<file path="src/rtl/pp_perm_check.sv">
module pp_perm_check (
  input  logic        clk,
  input  logic        rst_n,
  input  logic        req_valid,
  input  logic        req_mode64,
  input  logic        req_user,
  input  logic [31:0] req_seg,
  input  logic [63:0] req_pte,
  input  logic [1:0]  req_acc,
  output logic        rsp_valid,
  output logic [1:0]  rsp_status,
  output logic [2:0]  rsp_rights
);

  localparam logic [1:0] ACC_LOAD  = 2'd0;
  localparam logic [1:0] ACC_STORE = 2'd1;
  localparam logic [1:0] ACC_FETCH = 2'd2;

  localparam logic [1:0] ST_OK    = 2'd0;
  localparam logic [1:0] ST_PROT  = 2'd1;
  localparam logic [1:0] ST_SEGNX = 2'd2;

  logic       key_usr_bit, key_sup_bit, key;
  logic       seg_nx, nx_all;
  logic [2:0] pp;
  logic       rd, wr, ex;
  logic       need_ok;
  logic [1:0] status_n;

  assign key_usr_bit = req_mode64 ? req_seg[6] : req_seg[29];
  assign key_sup_bit = req_mode64 ? req_seg[7] : req_seg[30];
  assign key = (key_usr_bit & req_user) | (key_sup_bit & ~req_user);

  assign seg_nx = req_mode64 ? req_seg[5] : req_seg[28];
  assign nx_all = seg_nx | (req_mode64 & (req_pte[2] | req_pte[3]));

  assign pp = {req_mode64 & req_pte[63], req_pte[1:0]};

  always_comb begin
    rd = 1'b0;
    wr = 1'b0;
    if (!key) begin
      case (pp)
        3'd0, 3'd1, 3'd2: begin rd = 1'b1; wr = 1'b1; end
        3'd3, 3'd6:       rd = 1'b1;
        default:          ;
      endcase
    end else begin
      case (pp)
        3'd2:       begin rd = 1'b1; wr = 1'b1; end
        3'd1, 3'd3: rd = 1'b1;
        default:    ;
      endcase
    end
  end

  assign ex = ~nx_all;

  always_comb begin
    case (req_acc)
      ACC_LOAD:  need_ok = rd;
      ACC_STORE: need_ok = wr;
      ACC_FETCH: need_ok = ex;
      default:   need_ok = 1'b0;
    endcase
  end

  assign status_n = (req_acc == ACC_FETCH && seg_nx) ? ST_SEGNX :
                    need_ok ? ST_OK : ST_PROT;

  always_ff @(posedge clk) begin
    if (!rst_n) begin
      rsp_valid  <= 1'b0;
      rsp_status <= ST_OK;
      rsp_rights <= 3'b000;
    end else begin
      rsp_valid <= req_valid;
      if (req_valid) begin
        rsp_status <= status_n;
        rsp_rights <= {rd, wr, ex};
      end
    end
  end

  AST_RSP_FOLLOWS_REQ: assert property (@(posedge clk) disable iff (!rst_n)
    req_valid |=> rsp_valid);
  AST_NO_SPURIOUS_RSP: assert property (@(posedge clk) disable iff (!rst_n)
    !req_valid |=> !rsp_valid);
  AST_SEGNX_FETCH: assert property (@(posedge clk) disable iff (!rst_n)
    (req_valid && req_acc == ACC_FETCH && seg_nx) |=> (rsp_status == ST_SEGNX));
  AST_WRITE_IMPLIES_READ: assert property (@(posedge clk) disable iff (!rst_n)
    rsp_valid |-> (!rsp_rights[1] || rsp_rights[2]));
  AST_GRANT_HAS_RIGHT: assert property (@(posedge clk) disable iff (!rst_n)
    (rsp_valid && rsp_status == ST_OK) |-> ($countones(rsp_rights) != 0));
  AST_STORE_NEEDS_WRITE: assert property (@(posedge clk) disable iff (!rst_n)
    (req_valid && req_acc == ACC_STORE) |=> (rsp_status == ST_OK) == rsp_rights[1]);
  AST_NX_CLEARS_EXEC: assert property (@(posedge clk) disable iff (!rst_n)
    (req_valid && seg_nx) |=> !rsp_rights[0]);

endmodule

</file>
<file path="config.mk">
export PLATFORM = sky130hd
export DESIGN_NAME = pp_perm_check
export DESIGN_NICKNAME = d
export VERILOG_FILES = /design/src/rtl/pp_perm_check.sv
export SDC_FILE = /design/constraint.sdc
export NUM_CORES = 1
export LEC_CHECK = 0
export CAP_MARGIN = 20
export CORE_ASPECT_RATIO = 0.75
export CORE_MARGIN = 2
export CORE_UTILIZATION = 15
export CTS_CLUSTER_SIZE = 10
export DETAILED_ROUTE_END_ITERATION = 8
export PLACE_DENSITY_LB_ADDON = 0.2
export SYNTH_ARGS = -nofsm -noshare
export SYNTH_HDL_FRONTEND = slang
export SYNTH_SLANG_ARGS = --single-unit
</file>
<file path="constraint.sdc">
create_clock -name clk -period 1.7 [get_ports clk]
set_clock_uncertainty 0.1 [all_clocks]
set_input_delay 0.17 -clock clk [delete_from_list [all_inputs] [get_ports clk]]
set_output_delay 0.17 -clock clk [all_outputs]
set_load 0.1 [all_outputs]
</file>
==> flow_summary.ini, run 1 <==
[run_status]
status = completed

[worst_hold_path]
whs_path_depth = 1
min_from = rsp_rights[0]
hold_class = reg -> reg

[place]
hpwl_mm = 1.03
place_area_um2 = 778
pre_cts_slack_ns = -0.0295
gp_congestion = 0.689
numPortBuffers = 23

[global_route]
first_global_vias = 485
grt_use_total_pct = 8.38
grt_max_degree = 8
antenna_found_initial = 0
grt.overflow.total = 0
grt_pass1_wl_mm = 1.97

[synthesis]
synth_cells = 46
yosys_warnings = 0
synth_common_cells = dfxtp_1 (6), nand2_1 (5)
ys_seq_elements = 6
yosys.area.top_type = dfxtp_1
yosysTopAreaCellShare_pct = 29.9
synth_area_leaders = dfxtp_1 (30%), mux2i_1 (7.5%), o32ai_4 (6.9%), nand2_1 (4.7%), nor3_1 (3.7%)
synth_edf_count = 0
syn_nets = 149
syn_area_per_cell_um2 = 8.73
synth_area_um2 = 402
synth_cell_type_count = 24
synth_ff_type = dfxtp_1
seq_area_frac_synth_pct = 29.9
ys_async_sr_fraction_pct = 0
synth.most_common_cell = dfxtp_1

[layout]
drive_gt1_share_pct = 25.6
seq_area_um2 = 120
finalInstanceArea_um2 = 801
final_core_util_pct = 31.0
n_antenna_cell = 0
area_delta_synth_final_pct = 99.4
fillers = 272
finalNetCount = 183
multiInputGateArea_um2 = 259

[critical_path]
crit_required_ns = 1.72
crit_chain = clkdlybuf4s50_1 -> mux2i_1 -> buf_4 -> a31oi_1 -> nor4_2 -> nor3_2
end_kind = register
crit_slowest_cell = clkdlybuf4s50_1
start_kind = input pin
startpoint = req_user
worst_path_largest_cell_delay_ns = 0.52
reg2reg_from = rsp_status[0]
worstRegToRegCells = 4
arrival_ns = 1.50
worstPathMaxFanout = 3
criticalPathCategory = in -> reg

[clocking]
postCtsSetupRepairBufs = 0
htreeDepth = 1
post_cts_resized = 0
clk_latency_ns = 0.24
cts_tree = yes
cts_buffers = 3
root_buffer = clkbuf_4
clockBufferDepth = 2
clk_pin_slew_ns = 0.04
cts_sinks = 6
ctsHoldBuffers = 0

[job]
drv_cap = 0

[sta]
max_slew_margin_pct = 79.4
rsz0062_at_grt = no
whs_ns = 0.442
hold_viol = 0
tightest_slew_ns = 0.305
slew_viol_final = 0
timing.final.ws_setup_ns = 0.222
period_minus_slack_ns = 1.48
clock.fmax_mhz = 676
fin_crit_sh_pct = 87.0
setup_viol = 0
fin_tns_setup_ns = 0

[detailed_routing]
antenna_left = 0
num_vias = 459
drtPass1Iterations = 4
drc = 0
totalWireLength_mm = 1.20
via_per_inst = 4.03
wl_per_cell_um = 10.6
drt_iter0_drc = 8

[floorplanning]
io-pin-count = 109
start_util_pct = 15.6
core_mm2 = 0.00258
die-area_mm2 = 0.00311
die_w_um = 63.8
die_h_um = 48.8
rows = 16

[pwr]
power_density_mw_per_mm2 = 633
irDropWorstVdd_uv = 263
power_leakage_nw = 0.328
area by class of cell:
cell class / instances / share of cell area, %
repair buffers: 30 / 42.8
clock buffers: 3 / 2.81
flip-flops and latches: 6 / 15.0
well taps: 36 / 5.62
multi-input cells: 36 / 32.3
inverters: 3 / 1.41
sequential cells by signal, indices dropped and copies added (netlist names):
| register | cells |
|---|---|
| rsp_rights | 3 |
| rsp_status | 2 |
| rsp_valid | 1 |
cells by family (layout without fill, tap and decap cells):
| family | count (synthesis) | in the layout | synth area share, % |
|---|---|---|---|
| AND/OR/NAND/NOR | 25 | 25 | 36.8 |
| buffers and inverters | 4 | 36 | 5.61 |
| flip-flops | 6 | 6 | 29.9 |
| AO/OA/AOI/OAI | 8 | 8 | 20.2 |
| multiplexers | 3 | 3 | 7.48 |
power by group:
group	internal (mW)	leakage (nW)	switching (mW)
clock network	0.0799	0.0138	0.0514
logic	0.104	0.264	0.112
registers	0.150	0.0496	0.00945
total	0.334	0.328	0.173
critical path, delay by kind of cell:
family          cells  cell delay (ns)
buf+inv             2             0.67
simple gates        2             0.35
mux                 1             0.20
compound gates      1             0.11
cell usage in the layout (no fill, tap or decap):
master and n:
clkdlybuf4s50_1 17, buf_4 7, buf_12 6, dfxtp_1 6, nand2_1 5, nor3_1 3
nor2_1 3, inv_1 3, mux2i_1 3, clkbuf_4 3, nand2b_1 2, nor4_1 2
nor2b_1 2, o21a_1 2, and2_1 2, a21oi_1 1, o211a_1 1, a31oi_1 1
or3_4 1, o32ai_4 1, nor4_2 1, nand3_1 1, nor3b_1 1, or3_1 1
o221ai_1 1, nor3_2 1, o2bb2ai_1 1
path summary, 6_finish.rpt:
| path | slack [ns] | endpoint |
|---|---|---|
| setup / recovery | 0.22 | rsp_status[0] |
| hold reg to reg | 0.44 | rsp_rights[0] |
| setup reg to reg | 0.60 | rsp_status[0] |
| hold / removal | 0.44 | rsp_rights[0] |
routing by layer:
metal	up-vias	share of wire (%)	GRT usage [%]
li1	235	-	-
met4	0	1.1	3.26
met3	2	6.1	3.46
met1	205	48	9.49
met2	17	45	14.0
met5	-	0	0
through the flow:
step                instances  total power, mW
CTS                       114            0.515
finish                    114            0.507
global placement          111            0.378
global route              114            0.533
floorplan                  46            0.270
detailed placement        111            0.380
(Power assumes the default switching activity.)
==> run 2, diff against run 1 <==
--- a/config.mk
+++ b/config.mk
@@ -14,2 +14,3 @@
 export PLACE_DENSITY_LB_ADDON = 0.2
+export SKIP_CTS_REPAIR_TIMING = 1
 export SYNTH_ARGS = -nofsm -noshare
==> constraint.sdc (replaced) <==
create_clock -name clk -period 1.7 [get_ports clk]
set_clock_uncertainty 0.1 [all_clocks]
set_input_delay 0.425 -clock clk [delete_from_list [all_inputs] [get_ports clk]]
set_output_delay 0.425 -clock clk [all_outputs]
set_load 0.1 [all_outputs]
==> run 2 against run 1 <==
Setup slack lost 0.15 ns. Critical endpoint is now rsp_rights[2]. Combinational power grew 3%. Critical path depth shrank 1. Flip-flop and latch count is the same. Non-clock buffer count grew 1. Power grew 1.5%. Sequential share of layout area shrank 0.61 points. Global-route usage grew 0.25 points. Register-to-register slack is essentially flat. Routed wire length grew 8.6%. Cell area grew 4.2%. Critical path type unchanged.
==> flow_summary.ini, run 2 (synthesis results as in run 1) <==
[layout]
layout_commonest_cell = clkdlybuf4s50_1
fillers = 267
drive_gt1_share_pct = 30.4
finalNetCount = 184
multiInputGateArea_um2 = 278
area_delta_synth_final_pct = 108
final_core_util_pct = 32.3
seq_area_um2 = 120
regMostFlops = rsp_rights
layout_common_cells = clkdlybuf4s50_1 (14), buf_4 (8), buf_12 (6), dfxtp_1 (6), nand2_1 (5)
largest_reg_flops = 3
top_regs = rsp_rights: 3 flops, rsp_status: 2 flops, rsp_valid: 1 flops
fin_cells = 115
n_antenna_cell = 0

[critical_path]
arrival_ns = 1.67
crit_required_ns = 1.74
critPathTopFamily = simple AND/OR/NAND/NOR gates
critPathBufInv = 1
criticalPathCategory = in -> reg
start_kind = input pin
worst_path_largest_cell_delay_ns = 0.44
end_kind = register
crit_slowest_cell = clkdlybuf4s50_1
worstPathMaxFanout = 3
crit_chain = clkdlybuf4s50_1 -> or3_4 -> o32ai_4 -> nor3_1 -> o21a_1

[run_status]
status = completed

[clocking]
cts_sinks = 6
clk_latency_ns = 0.24
htreeDepth = 1
root_buffer = clkbuf_4
clockBufferDepth = 2
cts_tree = yes
clk_pin_slew_ns = 0.05
cts_buffers = 3

[detailed_routing]
drc = 0
drt_iter0_drc = 6
drtPass1Iterations = 4
via_per_inst = 4.17
num_vias = 479
totalWireLength_mm = 1.31
antenna_left = 0
wl_per_cell_um = 11.4

[floorplanning]
die-area_mm2 = 0.00311
core_mm2 = 0.00258
start_util_pct = 15.6
die_h_um = 48.8
rows = 16
die_w_um = 63.8
io-pin-count = 109

[pwr]
power_density_mw_per_mm2 = 616
power_leakage_nw = 0.362
irDropWorstVdd_uv = 352

[sta]
fin_crit_sh_pct = 96.1
rsz0062_at_grt = no
tightest_slew_ns = 0.381
clock.fmax_mhz = 612
hold_viol = 0
slew_viol_final = 0
max_slew_margin_pct = 74.4
period_minus_slack_ns = 1.63
setup_viol = 0

[global_route]
grt_use_total_pct = 8.63
first_global_vias = 496
grt_pass1_wl_mm = 2.04
antenna_found_initial = 0
grt_max_degree = 8
grt.overflow.total = 0

[place]
numPortBuffers = 23
gp_congestion = 0.703
placed_cells = 112
hpwl_mm = 1.07

[job]
drv_cap = 0

[worst_hold_path]
hold_class = reg -> reg
-- run 2: cell count changes in the layout (fill, tap and decap cells not counted) --
cell	delta
dlymetal6s2s_1	+3
nor4_1	-2
buf_4	+1
a31oi_1	-1
clkdlybuf4s50_1	-3
a31oi_2	+1
nor4_2	+2
-- run 2: path summary, 6_finish.rpt --
| kind | startpoint | endpoint | slack, ns | cells after the start |
|---|---|---|---|---|
| worst max-delay path | req_pte[1] | rsp_rights[2] | 0.07 | 5 |
| worst min register to register | rsp_rights[0] | rsp_rights[0] | 0.45 | 1 |
| worst max register to register | rsp_status[0] | rsp_status[0] | 0.60 | 4 |
| worst min-delay path | rsp_rights[0] | rsp_rights[0] | 0.45 | 1 |
-- run 2: layout make-up --
class | count | share of cell area, %
Timing Repair Buffer | 31 | 42.9
Multi-Input combinational cell | 36 | 33.3
Sequential cell | 6 | 14.4
Tap cell | 36 | 5.40
Clock buffer | 3 | 2.70
Inverter | 3 | 1.35
-- run 2: worst reg2reg max path, delay by kind of cell, from the launching register on --
kind | cells | cell delay (ns)
DFF | 1 | 0.35
and+or+nand+nor | 4 | 0.53
-- run 2: where the power goes --
group          internal, mW  switching, mW  total, mW
logic                 0.106          0.117      0.223
clock network        0.0799         0.0523      0.132
registers             0.150        0.00952      0.160
-- run 2: layer usage --
| layer | global-route usage [%] | wire length (um) | vias up |
|---|---|---|---|
| met5 | 0 | 0 | - |
| met4 | 3.26 | 13 | 0 |
| met3 | 3.46 | 116 | 2 |
| met2 | 14.7 | 621 | 22 |
| met1 | 9.66 | 556 | 218 |
| li1 | - | - | 237 |
-- run 2: metrics by stage --
step / area (um2) / power [mW] / setup TNS [ns] / setup slack [ns] / hold WS (ns)
after global routing: 835 / 0.538 / 0 / 0.0176 / 0.473
after floorplan: 402 / 0.270 / 0 / 0.125 / 0.443
after detailed placement: 786 / 0.383 / -0.887 / -0.273 / 0.440
after CTS: 808 / 0.519 / -0.0460 / -0.0340 / 0.452
after global placement: 786 / 0.380 / -0.830 / -0.293 / 0.437
final: 835 / 0.514 / 0 / 0.0668 / 0.448
